## src/rtl/fl_cvt_pkg.sv

```systemverilog
package fl_cvt_pkg;
  localparam int WORD_W    = 32;
  localparam int MANT_W    = 24;
  localparam int EXP_W     = 8;
  localparam int EXP_BIAS  = 128;
  localparam int INT_POINT = EXP_BIAS + MANT_W;           // exponent where significand is an integer
  localparam int OVF_EXP   = INT_POINT + WORD_W - MANT_W; // first exponent reaching 2^31
  localparam int TYPE_W    = 4;
  localparam int OVF_BIT   = 3;
  localparam int RSVD_BIT  = 2;

  localparam logic [3:0] CODE_I2F       = 4'b0001;
  localparam logic [3:0] CODE_F2I_TRUNC = 4'b0100;
  localparam logic [3:0] CODE_F2I_RND   = 4'b0101;

  localparam logic [MANT_W-1:0] MANT_MIN = MANT_W'(1) << (MANT_W - 1);

  typedef struct packed {
    logic take;
    logic intToFlt;
    logic fltToInt;
    logic roundOn;
  } cvtStrobe_t;

  typedef struct packed {
    logic ovf;
    logic rsvd;
  } cvtStatus_t;
endpackage

```

## src/rtl/fl_cvt_ctrl.sv

```systemverilog
module fl_cvt_ctrl
  import fl_cvt_pkg::*;
#(
  parameter int DEST_W = 4
) (
  input  logic              clk,
  input  logic              rstN,
  input  logic              inValid,
  input  logic [3:0]        convCode,
  input  logic              excEnable,
  input  logic [DEST_W-1:0] destReg,
  input  cvtStatus_t        status,
  output cvtStrobe_t        strobe,
  output logic              outValid,
  output logic              excValid,
  output logic [TYPE_W-1:0] excType,
  output logic [DEST_W-1:0] excDest
);
  logic              raise;
  logic [TYPE_W-1:0] typeNow;

  always_comb begin
    strobe.take     = inValid;
    strobe.intToFlt = inValid && (convCode == CODE_I2F);
    strobe.fltToInt = inValid && ((convCode == CODE_F2I_TRUNC) || (convCode == CODE_F2I_RND));
    strobe.roundOn  = (convCode == CODE_F2I_RND);
    typeNow              = '0;
    typeNow[OVF_BIT]     = status.ovf && excEnable;
    typeNow[RSVD_BIT]    = status.rsvd;
    raise                = |typeNow;
  end

  always_ff @(posedge clk) begin
    if (!rstN) begin
      outValid <= 1'b0;
      excValid <= 1'b0;
      excType  <= '0;
      excDest  <= '0;
    end else begin
      outValid <= inValid;
      excValid <= raise;
      excType  <= typeNow;
      excDest  <= raise ? destReg : '0;
    end
  end
endmodule

```

## src/rtl/fl_cvt_datapath.sv

```systemverilog
module fl_cvt_datapath
  import fl_cvt_pkg::*;
(
  input  logic              clk,
  input  logic              rstN,
  input  cvtStrobe_t        strobe,
  input  logic [WORD_W-1:0] srcData,
  output cvtStatus_t        status,
  output logic [WORD_W-1:0] outData
);
  // float fields
  logic              fSign;
  logic [EXP_W-1:0]  fExp;
  logic [MANT_W-1:0] fMant;
  logic              fSpecial;
  // float to integer
  logic [8:0]        leftSh;
  logic [8:0]        rightSh;
  logic [MANT_W-1:0] halfMag;
  logic [WORD_W-1:0] f2iMag;
  logic [WORD_W-1:0] f2iRes;
  logic              f2iOvf;
  // integer to float
  logic              iNeg;
  logic [WORD_W-1:0] iMag;
  logic [4:0]        lead;
  logic [MANT_W:0]   halfT;
  logic [MANT_W-2:0] iFrac;
  logic [EXP_W-1:0]  iExp;
  logic [WORD_W-1:0] i2fRes;
  logic [WORD_W-1:0] resNow;

  always_comb begin
    fSign    = srcData[15];
    fExp     = srcData[14:7];
    fMant    = {1'b1, srcData[6:0], srcData[31:16]};
    fSpecial = (fExp == '0);
    leftSh   = '0;
    rightSh  = '0;
    halfMag  = '0;
    f2iMag   = '0;
    f2iOvf   = 1'b0;
    if (fExp >= EXP_W'(INT_POINT)) begin
      leftSh = 9'(fExp) - 9'(INT_POINT);
      if (leftSh < 9'(WORD_W)) f2iMag = {{(WORD_W-MANT_W){1'b0}}, fMant} << leftSh[4:0];
      f2iOvf = (fExp > EXP_W'(OVF_EXP)) ||
               ((fExp == EXP_W'(OVF_EXP)) && !(fSign && (fMant == MANT_MIN)));
    end else begin
      // keep one fraction bit, then add the rounding half and drop it
      rightSh = 9'(INT_POINT) - 9'(fExp) - 9'd1;
      if (rightSh < 9'(MANT_W)) halfMag = fMant >> rightSh;
      f2iMag = WORD_W'(((MANT_W+1)'(halfMag) + (MANT_W+1)'(strobe.roundOn)) >> 1);
    end
    f2iRes = fSign ? (~f2iMag + 1'b1) : f2iMag;
    if (fSpecial) begin
      f2iRes = '0;
      f2iOvf = 1'b0;
    end
    status.rsvd = strobe.fltToInt && fSpecial && fSign;
    status.ovf  = strobe.fltToInt && f2iOvf;
  end

  always_comb begin
    iNeg  = srcData[WORD_W-1];
    iMag  = iNeg ? (~srcData + 1'b1) : srcData;
    lead  = '0;
    for (int k = 0; k < WORD_W; k++) begin
      if (iMag[k]) lead = 5'(k);
    end
    halfT = '0;
    iExp  = EXP_W'(EXP_BIAS + 1) + EXP_W'(lead);
    if (lead <= 5'(MANT_W - 1)) begin
      iFrac = (MANT_W-1)'(iMag << (5'(MANT_W - 1) - lead));
    end else begin
      halfT = (MANT_W+1)'(iMag >> (lead - 5'(MANT_W)));
      if (&halfT) begin
        iFrac = '0;
        iExp  = iExp + 1'b1;
      end else begin
        iFrac = (MANT_W-1)'(((MANT_W+2)'(halfT) + 1'b1) >> 1);
      end
    end
    i2fRes = (iMag == '0) ? '0 : {iFrac[15:0], iNeg, iExp, iFrac[22:16]};
  end

  always_comb begin
    if (strobe.intToFlt)      resNow = i2fRes;
    else if (strobe.fltToInt) resNow = f2iRes;
    else                      resNow = '0;
  end

  always_ff @(posedge clk) begin
    if (!rstN)            outData <= '0;
    else if (strobe.take) outData <= resNow;
  end
endmodule

```

## src/rtl/fl_cvt_unit.sv

```systemverilog
module fl_cvt_unit
  import fl_cvt_pkg::*;
#(
  parameter int DEST_W = 4
) (
  input  logic              clk,
  input  logic              rstN,
  input  logic              inValid,
  input  logic [3:0]        convCode,
  input  logic              excEnable,
  input  logic [DEST_W-1:0] destReg,
  input  logic [31:0]       srcData,
  output logic              outValid,
  output logic [31:0]       outData,
  output logic              excValid,
  output logic [3:0]        excType,
  output logic [DEST_W-1:0] excDest
);
  cvtStrobe_t strobe;
  cvtStatus_t status;

  fl_cvt_ctrl #(.DEST_W(DEST_W)) u_ctrl (
    .clk(clk), .rstN(rstN), .inValid(inValid), .convCode(convCode),
    .excEnable(excEnable), .destReg(destReg), .status(status), .strobe(strobe),
    .outValid(outValid), .excValid(excValid), .excType(excType), .excDest(excDest)
  );

  fl_cvt_datapath u_dp (
    .clk(clk), .rstN(rstN), .strobe(strobe), .srcData(srcData),
    .status(status), .outData(outData)
  );
endmodule

```

## config.mk

```make
export PLATFORM = sky130hd
export DESIGN_NAME = fl_cvt_unit
export DESIGN_NICKNAME = d
export VERILOG_FILES = /design/src/rtl/fl_cvt_pkg.sv /design/src/rtl/fl_cvt_ctrl.sv /design/src/rtl/fl_cvt_datapath.sv /design/src/rtl/fl_cvt_unit.sv
export SDC_FILE = /design/constraint.sdc
export NUM_CORES = 1
export LEC_CHECK = 0
export CORE_MARGIN = 1
export CORE_UTILIZATION = 35
export CTS_BUF_LIST = sky130_fd_sc_hd__clkbuf_16
export DETAILED_ROUTE_END_ITERATION = 10
export MAX_ROUTING_LAYER = met4
export SLEW_MARGIN = 20
export SYNTH_ARGS = -nofsm -noshare
export SYNTH_HDL_FRONTEND = slang
export SYNTH_HIERARCHICAL = 1
export SYNTH_SLANG_ARGS = --single-unit
```

## constraint.sdc

```tcl
create_clock -name clk -period 24.7 [get_ports clk]
set_clock_uncertainty 0.1 [all_clocks]
set_input_delay 6.175 -clock clk [delete_from_list [all_inputs] [get_ports clk]]
set_output_delay 6.175 -clock clk [all_outputs]
set_load 0.01 [all_outputs]
```

## Word level (Yosys, flattened, before mapping)

Index checks and enable logic that the tools add are counted.

- $add $sub $neg: 11
- $lt $le $gt $ge: 5
- Equality and inequality tests: 4
- Shift operators: 4
- Mux-type cells: 47
- Bitwise operators: 2
- Reduce and logical (&&, ||, !) cells: 17

Operators by type and width:

| operator | count |
|---|---|
| $mux 32 | 8 |
| $mux 5 | 16 |
| $add 32x1->32 const B | 2 |
| $not 32->32 | 2 |
| $mux 24 | 2 |
| $mux 23 | 2 |
| $logic_not 32->1 | 1 |
| $mux 4 | 8 |
| $shl 24x5->32 | 1 |
| $shl 32x5->23 | 1 |
| $shr 32x5->25 | 1 |
| $add 24x1->25 | 1 |
| $reduce_and 25->1 | 1 |
| $add 24x1->24 const B | 1 |
| $shr 24x9->24 | 1 |
| $logic_not 23->1 | 1 |
| $mux 8 | 2 |
| $mux 3 | 4 |
| $lt 9x5->1 const B | 1 |
| $lt 9x6->1 const B | 1 |
| $sub 8x8->9 const A | 1 |
| $sub 8x8->9 const B | 1 |
| $sub 9x1->9 const B | 1 |
| $add 8x1->8 const B | 1 |
| other kinds (17) | 29 |

- Flip-flop bits (word level): 42
- Input port bits: 44
- Output and inout port bits: 42
- Word-level logic and storage cells: 96

## Logic depth before layout (Yosys ltp)

Gate-level depths: netlist of the first run.

- Word-level depth: 41
- Depth in mapped cells: 28
- Depth with buffers taken out: 21

## Modules after synthesis

The synthesis of the first run kept the hierarchy.

By module, submodules not included:

| module | times used | cells each | area an instance (um^2) | seq. area each (um^2) |
|---|---|---|---|---|
| fl_cvt_datapath | 1 | 1447 | 10301.1 | 640.6 |
| fl_cvt_ctrl | 1 | 25 | 294.0 | 160.2 |

## Worst setup path after synthesis of the first run

Ideal clock, no wire load.

- Kind: in2reg
- Start point: input srcData[10]
- End point: register u_dp.outData[8]
- Library setup time: 0.077 ns
- Arrival time: 12.084 ns
- Required time: 24.523 ns
- Setup slack: 12.439 ns
- Stages: 26
- Path buffers: 9
- Cell sequence: buf_2 > inv_2 > buf_2 > ha_1 > and3b_1 > nand4_2 > nor2_1 > xor2_1 > a41oi_2 > or3_1 > a21o_1 > clkbuf_1 > buf_1 > ha_1 > clkbuf_1 > clkbuf_1 > clkbuf_1 > clkbuf_1 > nor2_1 > a21oi_1 > ha_1 > nand4_1 > or4_1 > buf_2 > or3b_1 > a41oi_2

- Longest elaborated chain between the ends: 32
- Elaborated cells between the ends (all ways): 55
- Those cells by class: add/sub: 9; order compare: 4; shift: 3; mux: 34; bitwise: 2; reduce/logical: 3

RTL lines:

| what | RTL line | source |
|---|---|---|
| start, declared | fl_cvt_unit.sv:12 | `input logic [31:0] srcData,` |
| $not 32->32 | fl_cvt_datapath.sv:65 | `iMag = iNeg ? (~srcData + 1'b1) : srcData;` |
| $add 32x1->32 | fl_cvt_datapath.sv:65 |  |
| $mux 32 | fl_cvt_datapath.sv:65 |  |
| $mux 4 (6 in a row) | fl_cvt_datapath.sv:68 | `if (iMag[k]) lead = 5'(k);` |
| $mux 5 (16 in a row) | fl_cvt_datapath.sv:68 |  |
| $sub 5x5->5 | fl_cvt_datapath.sv:75 | `halfT = (MANT_W+1)'(iMag >> (lead - 5'(MANT_W)));` |
| $shr 32x5->25 | fl_cvt_datapath.sv:75 |  |
| $reduce_and 25->1 | fl_cvt_datapath.sv:76 | `if (&halfT) begin` |
| $mux 8 | fl_cvt_datapath.sv:76 |  |
| $mux 8 | fl_cvt_datapath.sv:72 | `if (lead <= 5'(MANT_W - 1)) begin` |
| $mux 32 | fl_cvt_datapath.sv:83 | `i2fRes = (iMag == '0) ? '0 : {iFrac[15:0], iNeg, iExp, iFrac[22:16]};` |
| $mux 32 (*) | fl_cvt_datapath.sv:87 | `if (strobe.intToFlt) resNow = i2fRes;` |
| end signal, assigned | fl_cvt_datapath.sv:94 | `else if (strobe.take) outData <= resNow;` |
| end, declared | fl_cvt_datapath.sv:9 | `output logic [WORD_W-1:0] outData` |

Every way passes the cells marked *; elsewhere a longest branch is shown, timed or not. The select of a mux whose other input is x is not followed.
A chain may end at the register's enable or synchronous reset.

## Final worst setup path of the first run

- Start point: input srcData[0]
- End point: register u_dp.outData[6]

- Longest elaborated chain between the ends: 41
- Elaborated cells between the ends (all ways): 58
- Those cells by class: add/sub: 6; order compare: 1; shift: 4; mux: 43; bitwise: 2; reduce/logical: 2

RTL lines:

| what | RTL line |
|---|---|
| $not 32->32 | fl_cvt_datapath.sv:65 |
| $add 32x1->32 | fl_cvt_datapath.sv:65 |
| $mux 32 | fl_cvt_datapath.sv:65 |
| $mux 1 | fl_cvt_datapath.sv:68 |
| $mux 2 (2 in a row) | fl_cvt_datapath.sv:68 |
| $mux 3 (4 in a row) | fl_cvt_datapath.sv:68 |
| $mux 4 (8 in a row) | fl_cvt_datapath.sv:68 |
| $mux 5 (16 in a row) | fl_cvt_datapath.sv:68 |
| $sub 5x5->5 | fl_cvt_datapath.sv:75 |
| $shr 32x5->25 | fl_cvt_datapath.sv:75 |
| $add 24x1->24 or $reduce_and 25->1 (tied branches) | fl_cvt_datapath.sv:80, fl_cvt_datapath.sv:76 |
| $mux 23 | fl_cvt_datapath.sv:76 |
| $mux 23 | fl_cvt_datapath.sv:72 |
| $mux 32 | fl_cvt_datapath.sv:83 |
| $mux 32 (*) | fl_cvt_datapath.sv:87 |

Marked as above.

==> flow_metrics.tcl, run 1 <==
set metrics [dict create \
    diodes 0 \
    rsz0062_at_grt "no" \
    rr_endpoint "u_dp/outData[22]$_SDFFE_PN0P_" \
    critPathCaptureType "flip-flop" \
    register_area_um2 801 \
    cts_resized 0 \
    grtUsageTotal_pct 29.3 \
    cts_setup_buffers 0 \
    async_reset_ff_share_pct 0 \
    tightestPinTransition_ns 1.06 \
    fin_crit_sh_pct 55.6 \
    min_path_cells 1 \
    cts.clk_slew.worst_paths_ns 0.06 \
    seq_area_frac_synth_pct 7.56 \
    rrSetupSlack_ns 23.72 \
    yosys.cell_types.count 121 \
    tns_ns 0 \
    whs_ns 0.387 \
    die_w_um 176 \
    avgSynthCellArea_um2 7.20 \
    initial_utilization_pct 35.7 \
    ant_nets 0 \
    syn_area_um2 10600 \
    cts_max_level 2 \
    final_cell_mix "166 x nand2_1, 112 x nor2_1, 97 x o21ai_0" \
    fill_cells 3147 \
    utilization_pct 39.2 \
    finalHoldViolations 0 \
    rows 63 \
    worst_slack_ns 10.97 \
    nNetsFinal 1519 \
    cp_max_fo 40 \
    multi_input_area_um2 9090 \
    leakage_nw 3.88 \
    synth.area.top_cells "dfxtp_1 7.6%, nand2_1 5.9%, xnor2_1 5.1%" \
    synth_edf_count 0 \
    cts_tree "done" \
    insertion_delay_ns 0.28 \
    placed_cells 1848 \
    max-slew-margin-rel_pct 29.5 \
    pre_cts_slack_ns 11.03 \
    yosysWarningCount 6 \
    clock_path_buffers 2 \
    grt_pass1_wl_mm 69.3 \
    place_area_um2 11500 \
    hp-start "u_dp/outData[15]$_SDFFE_PN0P_" \
    vias 12551 \
    core_region_area_um2 29700 \
    fin_cells 1856 \
    drt_iter0_drc 1885 \
    synth_area_leader_cell "dfxtp_1" \
    grt_pass1_vias 11602 \
    cp_top_family "compound AO/OA/AOI/OAI gates" \
    drive_above_1_share_pct 11.1 \
    portBuffers 83 \
    cp_data_required_time_ns 24.83 \
    grt_max_degree 66 \
    crit_path_cell_trace "clkdlybuf4s50_1 > inv_1 > ha_1 > nor2b_1 > nand4_2 > o31a_1 > o211ai_1 > o21ai_0 > nor2_1 > a21o_1 > ha_1 > buf_4 > nor2_1 > nand3_1 > a222oi_1 > nand2_1 > nor4_1 > a21boi_0 > o31ai_1 > a22o_1" \
    die_y_um 176 \
    die-area_um2 31000 \
    max_freq_mhz 72.9 \
    syn2layout_area_growth_pct 9.91 \
    synth_flop_cell "dfxtp_1" \
    synth_seq_cells 40 \
    post-route-min-period_ns 13.73 \
    hpwl_mm 34.6 \
    r2r-start "u_dp/outData[22]$_SDFFE_PN0P_" \
    holdCritPathClass "reg2reg" \
    rr_worst_depth 3 \
    cts_sinks 40 \
    wl_per_cell_um 24.2 \
    cts_buffers 5 \
    cts_root_buffer "clkbuf_16" \
    viasPerCell 6.76 \
    first_pass_iters 8 \
    crit_arrival_ns 13.86 \
    p_per_area_nw_per_um2 38.3 \
    postSynthCellCount 1472 \
    drc_errors 0 \
    p_total_uw 446 \
    startpoint_type "primary input" \
    hold_buffers 0 \
    finalSetupViolCount 0 \
    ir_drop_mv 0.0224 \
    critPathMaxStageDelay_ns 0.77 \
    routabilityCongestion 0.992 \
    drv_cap 0 \
    path_class "in2reg" \
    grt_antenna_before_repair 0 \
    critPathBufInv 3 \
    wirelength_mm 44.9 \
    synth_top_area_share_pct 7.56 \
    ios 86 \
    status "finished, final reports clean" \
    hold_path_end "u_dp/outData[15]$_SDFFE_PN0P_" \
    final_area_um2 11600 \
    drv_slew 0 \
    final_common_cell "nand2_1" \
    critPathSlowestCell "clkdlybuf4s50_1" \
    grt_overflow 0 \
]
==> worst reg2reg max path, stage by stage, from the launching register on <==
cell,delay [ns]
dfxtp_1,0.35
and3b_1,0.17
a31oi_1,0.15
o21ai_1,0.08
==> registers in the layout, summed over array words and instances (netlist names) <==
name / count
u_dp/outData: 32
u_ctrl/excDest: 4
u_ctrl/excValid: 1
u_ctrl/outValid: 1
u_ctrl/excType: 2
==> worst max-delay path by stage <==
| stage | start | end | slack [ns] | depth (start not counted) |
|---|---|---|---|---|
| final | srcData[0] | u_dp/outData[6]$_SDFFE_PN0P_ | 10.97 | 20 |
| after global routing | srcData[18] | u_dp/outData[6]$_SDFFE_PN0P_ | 10.73 | 18 |
| after CTS | srcData[0] | u_dp/outData[6]$_SDFFE_PN0P_ | 11.29 | 20 |
| after detailed placement | srcData[0] | u_dp/outData[6]$_SDFFE_PN0P_ | 11.03 | 20 |
| after global placement | srcData[0] | u_dp/outData[6]$_SDFFE_PN0P_ | 11.05 | 20 |
| after floorplan | srcData[10] | u_dp/outData[8]$_SDFFE_PN0P_ | 12.44 | 26 |
==> cells in the mapped netlist, types with 8 or more instances <==
cell and n:
nand2_1 166, nor2_1 112, o21ai_0 97, clkbuf_1 63, xnor2_1 62, nand3_1 56, a21oi_1 50, nor3_1 44
dfxtp_1 40, mux2i_1 38, a22oi_1 35, buf_2 35, xor2_1 29, o211ai_1 26, inv_1 25, nand4_1 25
mux4_2 24, o21ai_1 23, o22ai_1 23, o31ai_1 23, a31oi_1 22, nor4_1 22, a211oi_1 19, and3_1 19
or3_1 19, and2_1 18, or4_1 17, mux2_2 14, or2_2 11, a221oi_1 10, a2bb2oi_1 10, ha_1 10
nor2b_1 10, nor3b_1 10, a21o_1 9, buf_4 9, o21a_1 9, o31a_1 9, and3b_1 8, buf_1 8
==> where the power goes <==
| group | total [mW] | internal [mW] | switching (mW) |
|---|---|---|---|
| clock network | 0.0719 | 0.0469 | 0.0250 |
| logic | 0.305 | 0.106 | 0.199 |
| registers | 0.0688 | 0.0670 | 0.00181 |
| total | 0.446 | 0.220 | 0.226 |
==> kinds of logic after synthesis <==
group,count (synthesis),synth area share (%)
xor gates and xnor gates,97,8.44
buffers and inverters,151,6.70
other,1,0.0354
and+or+nand+nor,598,30.7
DFF,40,7.56
adders and majority gates,10,1.18
muxes,80,11.2
AOI/OAI and AO/OA,495,34.2
==> layer usage <==
metal | global-route usage [%] | vias up | share of wire (%)
met4 | 7.83 | 0 | 3.2
met2 | 45.4 | 738 | 44
li1 | - | 5695 | -
met5 | - | - | 0
met3 | 4.82 | 105 | 9.5
met1 | 39.2 | 6013 | 43
==> cell type report <==
| cell class | count | share of cell area, % |
|---|---|---|
| clock buffer | 5 | 1.07 |
| clock inverter | 3 | 0.322 |
| timing repair buffer | 107 | 8.51 |
| inverter | 29 | 0.935 |
| multi-input combinational | 1282 | 78.1 |
| sequential | 40 | 6.88 |
| tap | 390 | 4.19 |
Note: power is estimated with default switching activity, not from simulation.
==> run 2, diff against run 1 <==
clock period = 13.85 ns   (was 24.7 ns; I/O delays follow)
==> run 2 against run 1 <==
Sequential cell count unchanged. Global-route usage is 0.22 points lower. Via count shrank 0.16%. Cell area barely moved. Worst setup slack worse by 8.2 ns. Critical path type unchanged.
==> flow_metrics.tcl, run 2 (synthesized netlist as in run 1, its figures left out) <==
set metrics [dict create \
    fin_crit_sh_pct 80.2 \
    syn2layout_area_growth_pct 9.85 \
    finalSetupViolCount 0 \
    status "finished, final reports clean" \
    die_w_um 176 \
    cts_root_buffer "clkbuf_16" \
    reg_top3 "u_dp/outData: 32 flops, u_ctrl/excDest: 4 flops, u_ctrl/excType: 2 flops" \
    first_pass_iters 8 \
    die_y_um 176 \
    p_per_area_nw_per_um2 68.1 \
    cts_resized 0 \
    routabilityCongestion 0.988 \
    fill_cells 3196 \
    hpwl_mm 34.5 \
    wl_per_cell_um 24.0 \
    rows 63 \
    tightestPinTransition_ns 1.21 \
    ios 86 \
    grt_pass1_wl_mm 69.1 \
    max-slew-margin-rel_pct 18.1 \
    cts_buffers 5 \
    largest_register_ff_count 32 \
    regMostFlops "u_dp/outData" \
    viasPerCell 6.76 \
    grt_antenna_before_repair 0 \
    critPathMaxStageDelay_ns 0.79 \
    insertion_delay_ns 0.28 \
    portBuffers 83 \
    drive_above_1_share_pct 11.1 \
    tns_ns 0 \
    rsz0062_at_grt "no" \
    grt_overflow 0 \
    critPathCaptureType "flip-flop" \
    cts_setup_buffers 0 \
    crit_arrival_ns 11.24 \
    final_common_cell "nand2_1" \
    cp_data_required_time_ns 13.98 \
    holdCritPathClass "reg2reg" \
    drv_cap 0 \
    post-route-min-period_ns 11.11 \
    rr_worst_depth 2 \
    critPathSlowestCell "a21o_1" \
    cts_max_level 2 \
    ir_drop_mv 0.0500 \
    drc_errors 0 \
    cts.clk_slew.worst_paths_ns 0.06 \
    crit_path_cell_trace "clkdlybuf4s50_1 > inv_1 > ha_1 > nor2b_1 > nand4_2 > o31a_1 > o211ai_1 > o21ai_0 > nor2_1 > a21o_1 > ha_1 > buf_4 > nor2_1 > o21ai_0 > o22ai_1 > o211ai_1 > nor4_1 > a21boi_0 > o31ai_1 > a22o_1" \
    path_class "in2reg" \
    die-area_um2 31000 \
    rrSetupSlack_ns 12.87 \
    startpoint_type "primary input" \
    cts_sinks 40 \
    clock_path_buffers 2 \
    ant_nets 0 \
    hp-start "u_dp/outData[15]$_SDFFE_PN0P_" \
    nNetsFinal 1518 \
    min_path_cells 1 \
    cp_max_fo 40 \
    cts_tree "done" \
    vias 12531 \
    drv_slew 0 \
    startpoint "srcData[0]" \
    initial_utilization_pct 35.7 \
    final_cell_mix "166 x nand2_1, 112 x nor2_1, 97 x o21ai_0" \
    hold_buffers 0 \
    r2r-start "u_dp/outData[9]$_SDFFE_PN0P_" \
    wirelength_mm 44.5 \
    whs_ns 0.391 \
    grtUsageTotal_pct 29.1 \
    max_freq_mhz 90.0 \
    grt_max_degree 66 \
    drt_iter0_drc 1693 \
    core_region_area_um2 29700 \
    grt_pass1_vias 11333 \
    finalHoldViolations 0 \
    diodes 0 \
    leakage_nw 3.88 \
]
==> run 2: changes by cell type in the layout (fill, tap and decap cells not counted), sizes merged <==
cell    previous run  this run
clkinv             2         1
inv               29        30
buf               28        27
==> run 2: cell type report <==
class	instances	area, um2	area share, %
inverter	29	109	0.935
tap	390	488	4.19
multi-input combinational	1282	9090	78.1
sequential	40	801	6.88
clock buffer	5	125	1.08
clock inverter	3	38.8	0.333
timing repair buffer	106	983	8.45
==> run 2: final timing paths <==
check	end
worst min register to register	u_dp/outData[15]$_SDFFE_PN0P_
worst max-delay path	u_dp/outData[6]$_SDFFE_PN0P_
worst max register to register	u_dp/outData[9]$_SDFFE_PN0P_
worst min-delay path	u_dp/outData[15]$_SDFFE_PN0P_
==> run 2: power breakdown <==
group	leakage (nW)	switching, mW	total [mW]	internal (mW)
clock	0.0850	0.0463	0.130	0.0840
sequential	0.326	0.00307	0.123	0.119
combinational	3.47	0.352	0.539	0.188
total	3.88	0.401	0.792	0.391
==> run 2: metal layers <==
layer | up-vias | GRT usage, % | wire length [um]
met2 | 724 | 45.6 | 20000
met4 | 0 | 6.27 | 980
met1 | 6040 | 40.0 | 19500
met5 | - | - | 0
met3 | 71 | 3.01 | 4000
li1 | 5696 | - | -
==> run 2: critical path: cells and delay by family <==
| family | cells | cell delay [ns] |
|---|---|---|
| and+or+nand+nor | 5 | 2.34 |
| buffers and inverters | 3 | 1.22 |
| AOI/OAI and AO/OA | 10 | 3.60 |
| adders and majority gates | 2 | 0.60 |
==> run 2: stage by stage <==
stage	cell area, um2	power (mW)	util (%)	setup slack, ns	std cells
final	11600	0.792	39.2	2.74	1855
after CTS	11600	0.777	39.2	3.07	1855
after floorplan	10600	0.490	-	4.30	1473
after global placement	11500	0.644	38.6	2.87	1847
after global routing	11600	0.834	39.2	2.34	1855
after detailed placement	11500	0.645	38.6	2.84	1847
